## src/rtl/vrr_pkg.sv

```systemverilog
package vrr_pkg;
  localparam int unsigned PAGE_SHIFT = 12;
  localparam int unsigned TYPE_W     = 8;
  localparam int unsigned VALID_BIT  = 11;

  typedef logic [TYPE_W-1:0] mem_type_t;
  localparam mem_type_t MT_UC = 8'd0;
  localparam mem_type_t MT_WC = 8'd1;
  localparam mem_type_t MT_WT = 8'd4;
  localparam mem_type_t MT_WP = 8'd5;
  localparam mem_type_t MT_WB = 8'd6;
endpackage

```

## src/rtl/vrr_encode.sv

```systemverilog
module vrr_encode
  import vrr_pkg::*;
#(
  parameter int unsigned REG_W  = 64,
  parameter int unsigned PHYS_W = 36,
  localparam int unsigned PFN_W = PHYS_W - PAGE_SHIFT
) (
  input  logic [PFN_W-1:0] base_i,
  input  logic [PFN_W-1:0] size_i,
  input  mem_type_t        type_i,
  output logic [REG_W-1:0] base_reg_o,
  output logic [REG_W-1:0] mask_reg_o
);
  logic [PFN_W-1:0] neg_size;
  logic             off;

  assign off      = (size_i == '0);
  assign neg_size = PFN_W'(~size_i + 1'b1);

  always_comb begin
    if (off) begin
      base_reg_o = '0;
      mask_reg_o = '0;
    end else begin
      base_reg_o = REG_W'({base_i, {(PAGE_SHIFT-TYPE_W){1'b0}}, type_i});
      mask_reg_o = REG_W'({neg_size, 1'b1, {VALID_BIT{1'b0}}});
    end
  end
endmodule

```

## src/rtl/vrr_decode.sv

```systemverilog
module vrr_decode
  import vrr_pkg::*;
#(
  parameter int unsigned REG_W  = 64,
  parameter int unsigned PHYS_W = 36,
  localparam int unsigned PFN_W = PHYS_W - PAGE_SHIFT
) (
  input  logic [REG_W-1:0] base_reg_i,
  input  logic [REG_W-1:0] mask_reg_i,
  output logic [PFN_W-1:0] base_o,
  output logic [PFN_W:0]   size_o,
  output mem_type_t        type_o
);
  logic         vld;
  logic [PFN_W:0] filled;

  assign vld    = mask_reg_i[VALID_BIT];
  // fill above the implemented width so the negation yields the span
  assign filled = {1'b1, mask_reg_i[PHYS_W-1:PAGE_SHIFT]};

  always_comb begin
    if (vld) begin
      base_o = base_reg_i[PHYS_W-1:PAGE_SHIFT];
      size_o = (PFN_W+1)'(~filled + 1'b1);
      type_o = base_reg_i[TYPE_W-1:0];
    end else begin
      base_o = '0;
      size_o = '0;
      type_o = '0;
    end
  end
endmodule

```

## src/rtl/vrr_diff.sv

```systemverilog
module vrr_diff
  import vrr_pkg::*;
#(
  parameter int unsigned REG_W  = 64,
  parameter int unsigned PHYS_W = 36
) (
  input  logic [REG_W-1:0] cur_base_i,
  input  logic [REG_W-1:0] cur_mask_i,
  input  logic [REG_W-1:0] want_base_i,
  input  logic [REG_W-1:0] want_mask_i,
  output logic [1:0]       diff_o
);
  localparam logic [REG_W-1:0] PHYS_ONES = REG_W'({PHYS_W{1'b1}});
  localparam logic [REG_W-1:0] BASE_SIG  = PHYS_ONES & ~REG_W'(12'hF00);
  localparam logic [REG_W-1:0] MASK_SIG  = PHYS_ONES & ~REG_W'(12'h7FF);

  logic [1:0][REG_W-1:0] cur, want, sig;
  assign cur  = {cur_mask_i, cur_base_i};
  assign want = {want_mask_i, want_base_i};
  assign sig  = {MASK_SIG, BASE_SIG};

  for (genvar g = 0; g < 2; g++) begin : g_reg
    assign diff_o[g] = |((cur[g] ^ want[g]) & sig[g]);
  end
endmodule

```

## src/rtl/vrr_codec.sv

```systemverilog
module vrr_codec
  import vrr_pkg::*;
#(
  parameter int unsigned REG_W  = 64,
  parameter int unsigned PHYS_W = 36,
  localparam int unsigned PFN_W = PHYS_W - PAGE_SHIFT
) (
  input  logic             clk_i,
  input  logic             rst_ni,
  input  logic             wr_req_i,
  input  logic [PFN_W-1:0] wr_base_i,
  input  logic [PFN_W-1:0] wr_size_i,
  input  logic [7:0]       wr_type_i,
  input  logic             rd_req_i,
  output logic             rd_valid_o,
  output logic [PFN_W-1:0] rd_base_o,
  output logic [PFN_W:0]   rd_size_o,
  output logic [7:0]       rd_type_o,
  input  logic             cmp_req_i,
  input  logic [REG_W-1:0] cmp_base_i,
  input  logic [REG_W-1:0] cmp_mask_i,
  output logic             chg_o,
  output logic             chg_base_o,
  output logic             chg_mask_o,
  output logic [REG_W-1:0] reg_base_o,
  output logic [REG_W-1:0] reg_mask_o
);
  logic [REG_W-1:0] base_q, mask_q, enc_base, enc_mask;
  logic [PFN_W-1:0] dec_base;
  logic [PFN_W:0]   dec_size;
  mem_type_t        dec_type;
  logic [1:0]       diff;
  logic             cmp_go;

  vrr_encode #(.REG_W(REG_W), .PHYS_W(PHYS_W)) enc_i (
    .base_i(wr_base_i), .size_i(wr_size_i), .type_i(wr_type_i),
    .base_reg_o(enc_base), .mask_reg_o(enc_mask)
  );

  vrr_decode #(.REG_W(REG_W), .PHYS_W(PHYS_W)) dec_i (
    .base_reg_i(base_q), .mask_reg_i(mask_q),
    .base_o(dec_base), .size_o(dec_size), .type_o(dec_type)
  );

  vrr_diff #(.REG_W(REG_W), .PHYS_W(PHYS_W)) diff_i (
    .cur_base_i(base_q), .cur_mask_i(mask_q),
    .want_base_i(cmp_base_i), .want_mask_i(cmp_mask_i),
    .diff_o(diff)
  );

  // write has priority over compare
  assign cmp_go = cmp_req_i && !wr_req_i;

  always_ff @(posedge clk_i or negedge rst_ni) begin
    if (!rst_ni) begin
      base_q <= '0;
      mask_q <= '0;
    end else if (wr_req_i) begin
      base_q <= enc_base;
      mask_q <= enc_mask;
    end else if (cmp_go) begin
      if (diff[0]) base_q <= cmp_base_i;
      if (diff[1]) mask_q <= cmp_mask_i;
    end
  end

  always_ff @(posedge clk_i or negedge rst_ni) begin
    if (!rst_ni) begin
      chg_base_o <= 1'b0;
      chg_mask_o <= 1'b0;
    end else begin
      chg_base_o <= cmp_go && diff[0];
      chg_mask_o <= cmp_go && diff[1];
    end
  end

  always_ff @(posedge clk_i or negedge rst_ni) begin
    if (!rst_ni) begin
      rd_valid_o <= 1'b0;
      rd_base_o  <= '0;
      rd_size_o  <= '0;
      rd_type_o  <= '0;
    end else begin
      rd_valid_o <= rd_req_i;
      if (rd_req_i) begin
        rd_base_o <= dec_base;
        rd_size_o <= dec_size;
        rd_type_o <= dec_type;
      end
    end
  end

  assign chg_o      = chg_base_o | chg_mask_o;
  assign reg_base_o = base_q;
  assign reg_mask_o = mask_q;
endmodule

```

## config.mk

```make
export PLATFORM = sky130hd
export DESIGN_NAME = vrr_codec
export DESIGN_NICKNAME = d
export VERILOG_FILES = /design/src/rtl/vrr_pkg.sv /design/src/rtl/vrr_encode.sv /design/src/rtl/vrr_decode.sv /design/src/rtl/vrr_diff.sv /design/src/rtl/vrr_codec.sv
export SDC_FILE = /design/constraint.sdc
export NUM_CORES = 1
export LEC_CHECK = 0
export CORE_UTILIZATION = 35
export CTS_BUF_LIST = sky130_fd_sc_hd__clkbuf_16
export CTS_CLUSTER_SIZE = 12
export DETAILED_ROUTE_END_ITERATION = 7
export PLACE_DENSITY_LB_ADDON = 0.2
export SKIP_CTS_REPAIR_TIMING = 1
export SYNTH_ARGS = -nofsm -noshare
export SYNTH_HDL_FRONTEND = slang
export SYNTH_HIERARCHICAL = 1
export SYNTH_SLANG_ARGS = --single-unit
```

## constraint.sdc

```tcl
create_clock -name clk_i -period 3.2 [get_ports clk_i]
set_input_delay 0.32 -clock clk_i [delete_from_list [all_inputs] [get_ports clk_i]]
set_output_delay 0.32 -clock clk_i [all_outputs]
set_load 0.01 [all_outputs]
```

**Word-level counts from Yosys, hierarchy flattened**

Cells that the tools add are included.

- Register bits after elaboration: 188
- Latch bits: 0
- Bits in writable memories: 0
- Memory bits (read-only): 0
- Logic and storage cells: 38
- Memories: 0

- Add/sub/neg operators: 2
- $mul: 0
- Div/mod/pow operators: 0
- Order comparisons: 0
- Equal/unequal tests: 0
- Shift operators: 0
- Mux-type cells: 11
- Bitwise gates (word level): 5
- Reductions and logical operators: 12

Operators with widths:

| kind | number |
|---|---|
| 64-bit 2-to-1 mux | 6 |
| 36-bit 2-to-1 mux | 2 |
| 36-bit XOR | 2 |
| 32-bit OR reduction | 1 |
| 25-bit by 1-bit adder with 25-bit output, second input constant | 1 |
| 25-bit 2-to-1 mux | 1 |
| 25-bit inverter | 1 |
| 25-bit OR reduction | 1 |
| 24-bit by 1-bit adder with 24-bit output, second input constant | 1 |
| 24-bit zero test | 1 |
| 24-bit 2-to-1 mux | 1 |
| 24-bit inverter | 1 |
| 8-bit 2-to-1 mux | 1 |
| 2-bit nonzero test | 3 |
| 2-bit AND reduction | 2 |
| 1-bit logical AND | 3 |
| 1-bit zero test | 1 |
| 1-bit bitwise OR | 1 |

**Depth between registers and ports, before layout**

Gate-level depths: netlist of run 1.

- Word-level depth: 5
- Mapped depth: 10

**Hierarchy**

Netlist of run 1, hierarchy kept.

By module, submodules not included:

| module | times used | cells an instance | area an instance (µm²) |
|---|---|---|---|
| vrr_codec | 1 | 854 | 9379.0 |
| vrr_encode | 1 | 184 | 1345.0 |
| vrr_decode | 1 | 131 | 854.6 |
| vrr_diff | 1 | 77 | 618.1 |

**Worst setup path after synthesis of run 1**

No wires, ideal clock.

- Kind: reg2reg
- Start point: register mask_q[12], in the netlist reg_mask_o[12]
- End point: register rd_size_o[16]
- Data arrival time: 2.562 ns
- Data required time: 3.072 ns
- Setup slack: 0.511 ns
- Cell stages (with the launch flop): 9
- Path buffers: 1
- Cell sequence: dfrtp_1 > inv_1 > ha_1 > or4b_2 > or4_1 > clkbuf_1 > xor2_1 > and2_1 > mux2_1

- Longest elaborated chain between the ends: 3

RTL lines:

| item | line | RTL |
|---|---|---|
| start, declared | vrr_codec.sv:28 | `logic [REG_W-1:0] base_q, mask_q, enc_base, enc_mask;` |
| start signal, assigned | vrr_codec.sv:60 | `mask_q <= enc_mask;` |
| start signal, assigned | vrr_codec.sv:63 | `if (diff[1]) mask_q <= cmp_mask_i;` |
| 25-bit inverter | vrr_decode.sv:24 | `size_o = (PFN_W+1)'(~filled + 1'b1);` |
| 25-bit by 1-bit adder with 25-bit output | vrr_decode.sv:24 |  |
| 25-bit 2-to-1 mux | vrr_decode.sv:22 | `if (vld) begin` |
| net dec_size[16] | vrr_codec.sv:30 | `logic [PFN_W:0] dec_size;` |
| end signal, assigned | vrr_codec.sv:87 | `rd_size_o <= dec_size;` |
| end, declared | vrr_codec.sv:17 | `output logic [PFN_W:0] rd_size_o,` |

The timed path passes the listed nets, and every way through them passes these cells.
A chain may end at the register's enable or synchronous reset.

**Worst setup path in the final report of run 1**

Ends and elaborated chain as after synthesis.

==> summary.md, run 1 <==
| Metric | Value |
|---|---|
| Max_cap viols | 0 |
| Sequential fraction of the synthesis area | 0.3857 |
| Share of cells above drive strength 1 | 0.08438 |
| Die area | 35600 um^2 |
| R2r startpoint | reg_mask_o[12] |
| Reg2reg end | rd_size_o[16] |
| Worst Setup Path Type | reg -> reg |
| Clock transition at path regs | 0.07 ns |
| Synth Register Bits | 188 |
| Final Skew | 0.01679 ns |
| # port buffers | 377 |
| CP peak stage delay | 0.68 ns |
| CTS tree | yes |
| RSZ-0062 raised after global routing | false |
| TritonRoute pass-1 iters | 5 |
| Post-synthesis cell type count | 53 |
| GR Overflow Total | 0 |
| EDFF count, synth | 0 |
| Post-DR vias/cell | 5.080 |
| Worst min path class | in -> reg |
| Critical Path End Type | flop |
| Slowest CP cell | or4b_2 |
| Row cnt | 67 |
| Final period util | 0.9005 |
| Yosys Warn Count | 6 |
| Hold depth | 1 |
| Routed Antenna Nets | 0 |
| Residual DRC count | 0 |
| Setup TNS | 0 ns |
| TritonCTS Sinks | 188 |
| Final net count | 1766 |
| Leak pwr | 6.775 nW |
| Worst skew pair latency | 0.44 ns |
| Final Hold Violating Endpoints | 0 |
| Starting Density | 0.3601 |
| Vias post-DR | 10.36k |
| Reg2Reg Depth | 7 |
| Final slew viol count | 0 |
| Core Area | 33870 um^2 |
| Initial antenna violation count | 4 |
| DP Worst Slack | 0.07936 ns |
| Vias in the first global route | 10.26k |
| Setup slack, reg-to-reg | 0.32 ns |
| Startpoint types | flop |
| CTS HTree Levels | 4 |
| FMAX | 347.0 MHz |
| WL/cell | 18.82 um |
| Status | finished, final reports clean |
| WP buf/inv | 1 |
| Main synth FF type | dfrtp_1 |
| Slew headroom | 0.3372 |
| WP data arrival | 3.20 ns |
| Final Setup Violations | 0 |
| Final worst slack | 0.3185 ns |
| Worst VDD drop | 0.3535 mV |
| Cts bufs inserted | 17 |
| Minimum clock period | 2.881 ns |
| I/O pin total | 378 |
| Hold path start | rd_req_i |
| Initial DRC Count | 511 |
| Worst Path Max Fanout | 7 |
| CP delay by family, top | simple AND/OR/NAND/NOR gates |
| Commonest cells after routing, fill and taps aside | 373 x clkdlybuf4s50_1, 187 x dfrtp_1, 141 x nand2_1, 132 x inv_1, 128 x nand4b_1 |
| Power Density | 415.8 nW/um^2 |
| Die Y | 188.7 um |
| Synth async-reset ratio | 1.000 |
| Final WL | 38390 um |
| Largest net degree at the start of global routing | 141 |
| Gate count after technology mapping | 1246 |
| Worst slew pin tran | 0.9942 ns |
| Most common cell after layout, fill and taps aside | clkdlybuf4s50_1 |
| Gp weighted congestion | 0.8753 |
| CP Cell Sequence | inv_1 > ha_1 > or4b_2 > or4_1 > xor2_1 > and2_1 > mux2_1 |
| Global-route wire length before repair | 60420 um |
| Post-DP HPWL | 26820 um |
| Die W | 188.7 um |
| Synth Cell Area | 12200 um^2 |
| Worst Hold End | rd_valid_o |
| Mean Syn Cell Area | 9.789 um^2 |
| Global-route usage over all layers | 0.2156 |
| WP data required | 3.52 ns |
| CTS Root Cell | clkbuf_16 |
| Clock Path Buffers | 2 |
| Syn-to-layout area delta | 35.17% |
-- cells by family after synthesis --
| group | share of synthesized area |
|---|---|
| AND/OR/NAND/NOR | 0.2369 |
| buffers and inverters | 0.1434 |
| flip-flops | 0.3857 |
| AO/OA/AOI/OAI | 0.1188 |
| XOR/XNOR | 0.05529 |
| multiplexers | 0.05755 |
| adder cells (fa/ha/maj) | 0.002051 |
| other | 0.0003075 |
-- cells in the mapped netlist (all sizes together), types with 4 or more instances --
cell / n / area share
mux2: 57 / 0.053
o21ai: 7 / 0.0029
or4: 12 / 0.0083
dfrtp: 188 / 0.39
and2: 75 / 0.043
nand4: 12 / 0.0062
xor2: 15 / 0.011
or2: 4 / 0.0021
nor4: 20 / 0.013
nor3: 16 / 0.0070
nand2b: 7 / 0.0036
or3: 13 / 0.0068
and3: 9 / 0.0047
o31ai: 4 / 0.0025
o311ai: 128 / 0.11
buf: 154 / 0.095
nor2: 10 / 0.0031
nand4b: 128 / 0.092
clkbuf: 23 / 0.0071
mux2i: 6 / 0.0049
xnor2: 62 / 0.045
nand2: 142 / 0.044
inv: 133 / 0.041
-- flip-flops by register name (all words and copies together) (netlist names) --
| register | flops |
|---|---|
| reg_base_o | 64 |
| reg_mask_o | 64 |
| rd_size_o | 25 |
| rd_base_o | 24 |
| rd_type_o | 8 |
| chg_base_o | 1 |
| chg_mask_o | 1 |
| rd_valid_o | 1 |
-- layout make-up --
cell class,count,area [um^2]
antenna,4,10.01
clock buffer,17,425.4
clock inverter,15,133.9
fill,3231,17380
inverter,133,501.7
multi-input combinational,818,6008
sequential,188,4706
tap,448,560.5
timing repair buffer,417,4140
-- through the flow --
step | std cells | hold slack, ns | utilization | area [um^2] | power (mW)
6_report | 2040 | 0.3871 | 0.4868 | 16490 | 6.855
5_1_grt | 2040 | 0.3940 | 0.4868 | 16490 | 7.228
4_1_cts | 2035 | -0.1377 | 0.4862 | 16470 | 6.950
3_5_place_dp | 2003 | 0.3358 | 0.4697 | 15910 | 4.808
3_3_place_gp | 2003 | 0.3397 | 0.4697 | 15910 | 4.784
2_1_floorplan | 1316 | 0.02441 | - | 12460 | 3.792
-- how the worst max path moves through the flow --
| stage | from | slack (ns) | cells after the start | end |
|---|---|---|---|---|
| 2_1_floorplan | reg_mask_o[12] | 0.51 | 8 | rd_size_o[16] |
| 6_report | reg_mask_o[12] | 0.32 | 7 | rd_size_o[16] |
| 4_1_cts | reg_mask_o[12] | 0.31 | 7 | rd_size_o[16] |
| 3_5_place_dp | wr_size_i[9] | 0.08 | 8 | reg_base_o[0] |
| 3_3_place_gp | wr_size_i[4] | 0.13 | 8 | reg_base_o[0] |
| 5_1_grt | reg_mask_o[12] | 0.20 | 7 | rd_size_o[16] |
-- power breakdown --
| part | internal, mW | total, mW | switching [mW] |
|---|---|---|---|
| Clock | 1.03 | 2.10 | 1.07 |
| Combinational | 1.07 | 1.91 | 0.849 |
| Sequential | 2.63 | 2.84 | 0.208 |
| Total | 4.72 | 6.86 | 2.13 |
-- layer usage --
layer / vias up / part of all wire / GRT usage
met1: 5069 / 0.44 / 0.2859
met4: 0 / 0.023 / 0.07227
met2: 304 / 0.48 / 0.3490
met5: - / 0 / 0
met3: 50 / 0.055 / 0.04358
li1: 4941 / - / -
Note: power is estimated with default switching activity, not from simulation.
==> run 2: changes to the inputs <==
--- a/config.mk
+++ b/config.mk
@@ -10,6 +10,7 @@
 export CTS_CLUSTER_SIZE = 12
 export DETAILED_ROUTE_END_ITERATION = 7
 export PLACE_DENSITY_LB_ADDON = 0.2
+export REMOVE_ABC_BUFFERS = 1
 export SKIP_CTS_REPAIR_TIMING = 1
 export SYNTH_ARGS = -nofsm -noshare
 export SYNTH_HDL_FRONTEND = slang
==> run 2 against run 1 <==
Total power is 0.51% higher; fmax is 2.2% lower; register-to-register slack worse by 0.06 ns; non-clock buffer count is 6 lower; sequential share of layout area is 0.072 points higher; utilization is 0.12 points lower; final cell count is 0.49% lower; die area stayed put; highest routed layer is now met5; critical endpoint unchanged; sequential power hardly changed; clock power hardly changed; via count is 0.48% lower; global-route usage is 0.88 points higher.
==> summary.md, run 2 (synthesis results as in run 1) <==
| Metric | Value |
|---|---|
| Residual DRC count | 0 |
| CP startpoint | reg_mask_o[12] |
| DP Worst Slack | 0.1165 ns |
| Starting Density | 0.3601 |
| Die Y | 188.7 um |
| CTS HTree Levels | 4 |
| WL/cell | 19.65 um |
| Final worst slack | 0.2550 ns |
| Final Core Density | 0.4856 |
| Final slew viol count | 0 |
| Switch Pwr | 2.067 mW |
| WP data required | 3.54 ns |
| Final Skew | 0.01306 ns |
| Final WL | 39890 um |
| GR Overflow Total | 0 |
| Worst VDD drop | 0.3751 mV |
| Worst min path class | in -> reg |
| Vias post-DR | 10.31k |
| Critical Path End | rd_size_o[16] |
| Post-DR vias/cell | 5.081 |
| Setup TNS | 0 ns |
| Vias in the first global route | 10.15k |
| Minimum clock period | 2.945 ns |
| # port buffers | 377 |
| Diodes inserted | 0 |
| Routed Antenna Nets | 0 |
| Global-route usage over all layers | 0.2244 |
| Final net count | 1760 |
| Gp weighted congestion | 0.7848 |
| Clock Path Buffers | 2 |
| Share of cells above drive strength 1 | 0.07838 |
| Initial antenna violation count | 1 |
| Internal | 4.823 mW |
| Final Hold Violating Endpoints | 0 |
| Leak pwr | 6.773 nW |
| Reg power frac | 0.414 |
| Slew headroom | 0.3438 |
| Startpoint types | flop |
| FMAX | 339.6 MHz |
| Setup slack, reg-to-reg | 0.26 ns |
| Global-route wire length before repair | 61810 um |
| TritonRoute pass-1 iters | 5 |
| Reg2reg end | rd_size_o[16] |
| Power Density | 419.0 nW/um^2 |
| Die area | 35600 um^2 |
| Worst Setup Path Type | reg -> reg |
| CTS tree | yes |
| Combinational share of power | 0.277 |
| Worst slew pin tran | 0.9844 ns |
| Clock transition at path regs | 0.07 ns |
| Row cnt | 67 |
| Highest metal used | met5 |
| Post-DP HPWL | 27610 um |
| Hold path start | cmp_req_i |
| Worst skew pair latency | 0.46 ns |
| Switching portion of total power | 0.3000 |
| Core Area | 33870 um^2 |
| R2r startpoint | reg_mask_o[12] |
| Initial DRC Count | 432 |
| Final Setup Violations | 0 |
| Commonest cells after routing, fill and taps aside | 373 x clkdlybuf4s50_1, 187 x dfrtp_1, 141 x nand2_1, 135 x inv_1, 128 x nand4b_1 |
| TritonCTS Sinks | 188 |
| Largest net degree at the start of global routing | 86 |
| Max_cap viols | 0 |
| Wire length on met1 | 17020 um |
| Syn-to-layout area delta | 34.83% |
| Worst Path Max Fanout | 7 |
| RSZ-0062 raised after global routing | false |
| Final period util | 0.9203 |
| Clock Power Share | 0.309 |
| Die W | 188.7 um |
| CTS Root Cell | clkbuf_16 |
| WL met3 | 3583 um |
| Fill cells | 3183 |
| Most common cell after layout, fill and taps aside | clkdlybuf4s50_1 |
| I/O pin total | 378 |
| WP data arrival | 3.29 ns |
| Cts bufs inserted | 17 |
| Status | finished, final reports clean |
| Reg2Reg Depth | 7 |
| Met2 Wirelength | 18600 um |
| Critical Path End Type | flop |
[run 2: cell types whose count changed in the layout (fill, tap and decap cells not counted), moves of 2 or more]
| cell | delta |
|---|---|
| buf_4 | -7 |
| bufinv_16 | +2 |
| clkinv_2 | +2 |
| clkinv_4 | +2 |
| clkinvlp_4 | -3 |
| diode_2 | -4 |
| inv_1 | +3 |
| inv_6 | -2 |
| inv_8 | -4 |
[run 2: stage by stage]
| step | std cells | hold WS (ns) | area [um^2] | power, mW |
|---|---|---|---|---|
| finish | 2030 | 0.2915 | 16440 | 6.891 |
| global route | 2030 | 0.3074 | 16440 | 7.233 |
| CTS | 2029 | -0.1113 | 16430 | 6.978 |
| detailed placement | 1997 | 0.3811 | 15870 | 4.818 |
| global placement | 1997 | 0.3826 | 15870 | 4.790 |
| floorplan | 1139 | 0.02441 | 11210 | 3.593 |
[run 2: how the worst min path moves through the flow]
stage	endpoint	cells past startpoint
6_report	reg_mask_o[55]	3
5_1_grt	rd_valid_o	2
4_1_cts	reg_base_o[63]	1
3_5_place_dp	reg_base_o[63]	1
3_3_place_gp	reg_base_o[63]	1
2_1_floorplan	chg_base_o	0
[run 2: layer usage]
layer  GRT usage  vias up
li1            -     4921
met1      0.2901     4990
met2      0.3558      364
met3     0.07301       37
met4     0.06576        2
met5           0        -
[run 2: power by group through the flow]
stage	combinational [mW]	sequential [mW]	clock [mW]
3_3_place_gp	1.90	2.89	0
6_report	1.91	2.85	2.13
3_5_place_dp	1.92	2.90	0
2_1_floorplan	0.600	2.99	0
4_1_cts	1.93	2.86	2.19
5_1_grt	2.07	2.90	2.27
[run 2: critical path: stages, from the launching register on]
cell and delay [ns]:
dfrtp_1 0.46, inv_1 0.10, ha_1 0.19, or4b_2 0.71, or4_1 0.70, xor2_1 0.21, and2_1 0.17, mux2_1 0.29
[run 2: final cells by class]
class	instances	area, um^2	area share
Clock buffer	17	425.4	0.02587
Clock inverter	15	135.1	0.008217
Inverter	133	501.7	0.03051
Multi-Input combinational cell	818	6008	0.3654
Sequential cell	188	4706	0.2862
Tap cell	448	560.5	0.03409
Timing Repair Buffer	411	4108	0.2498
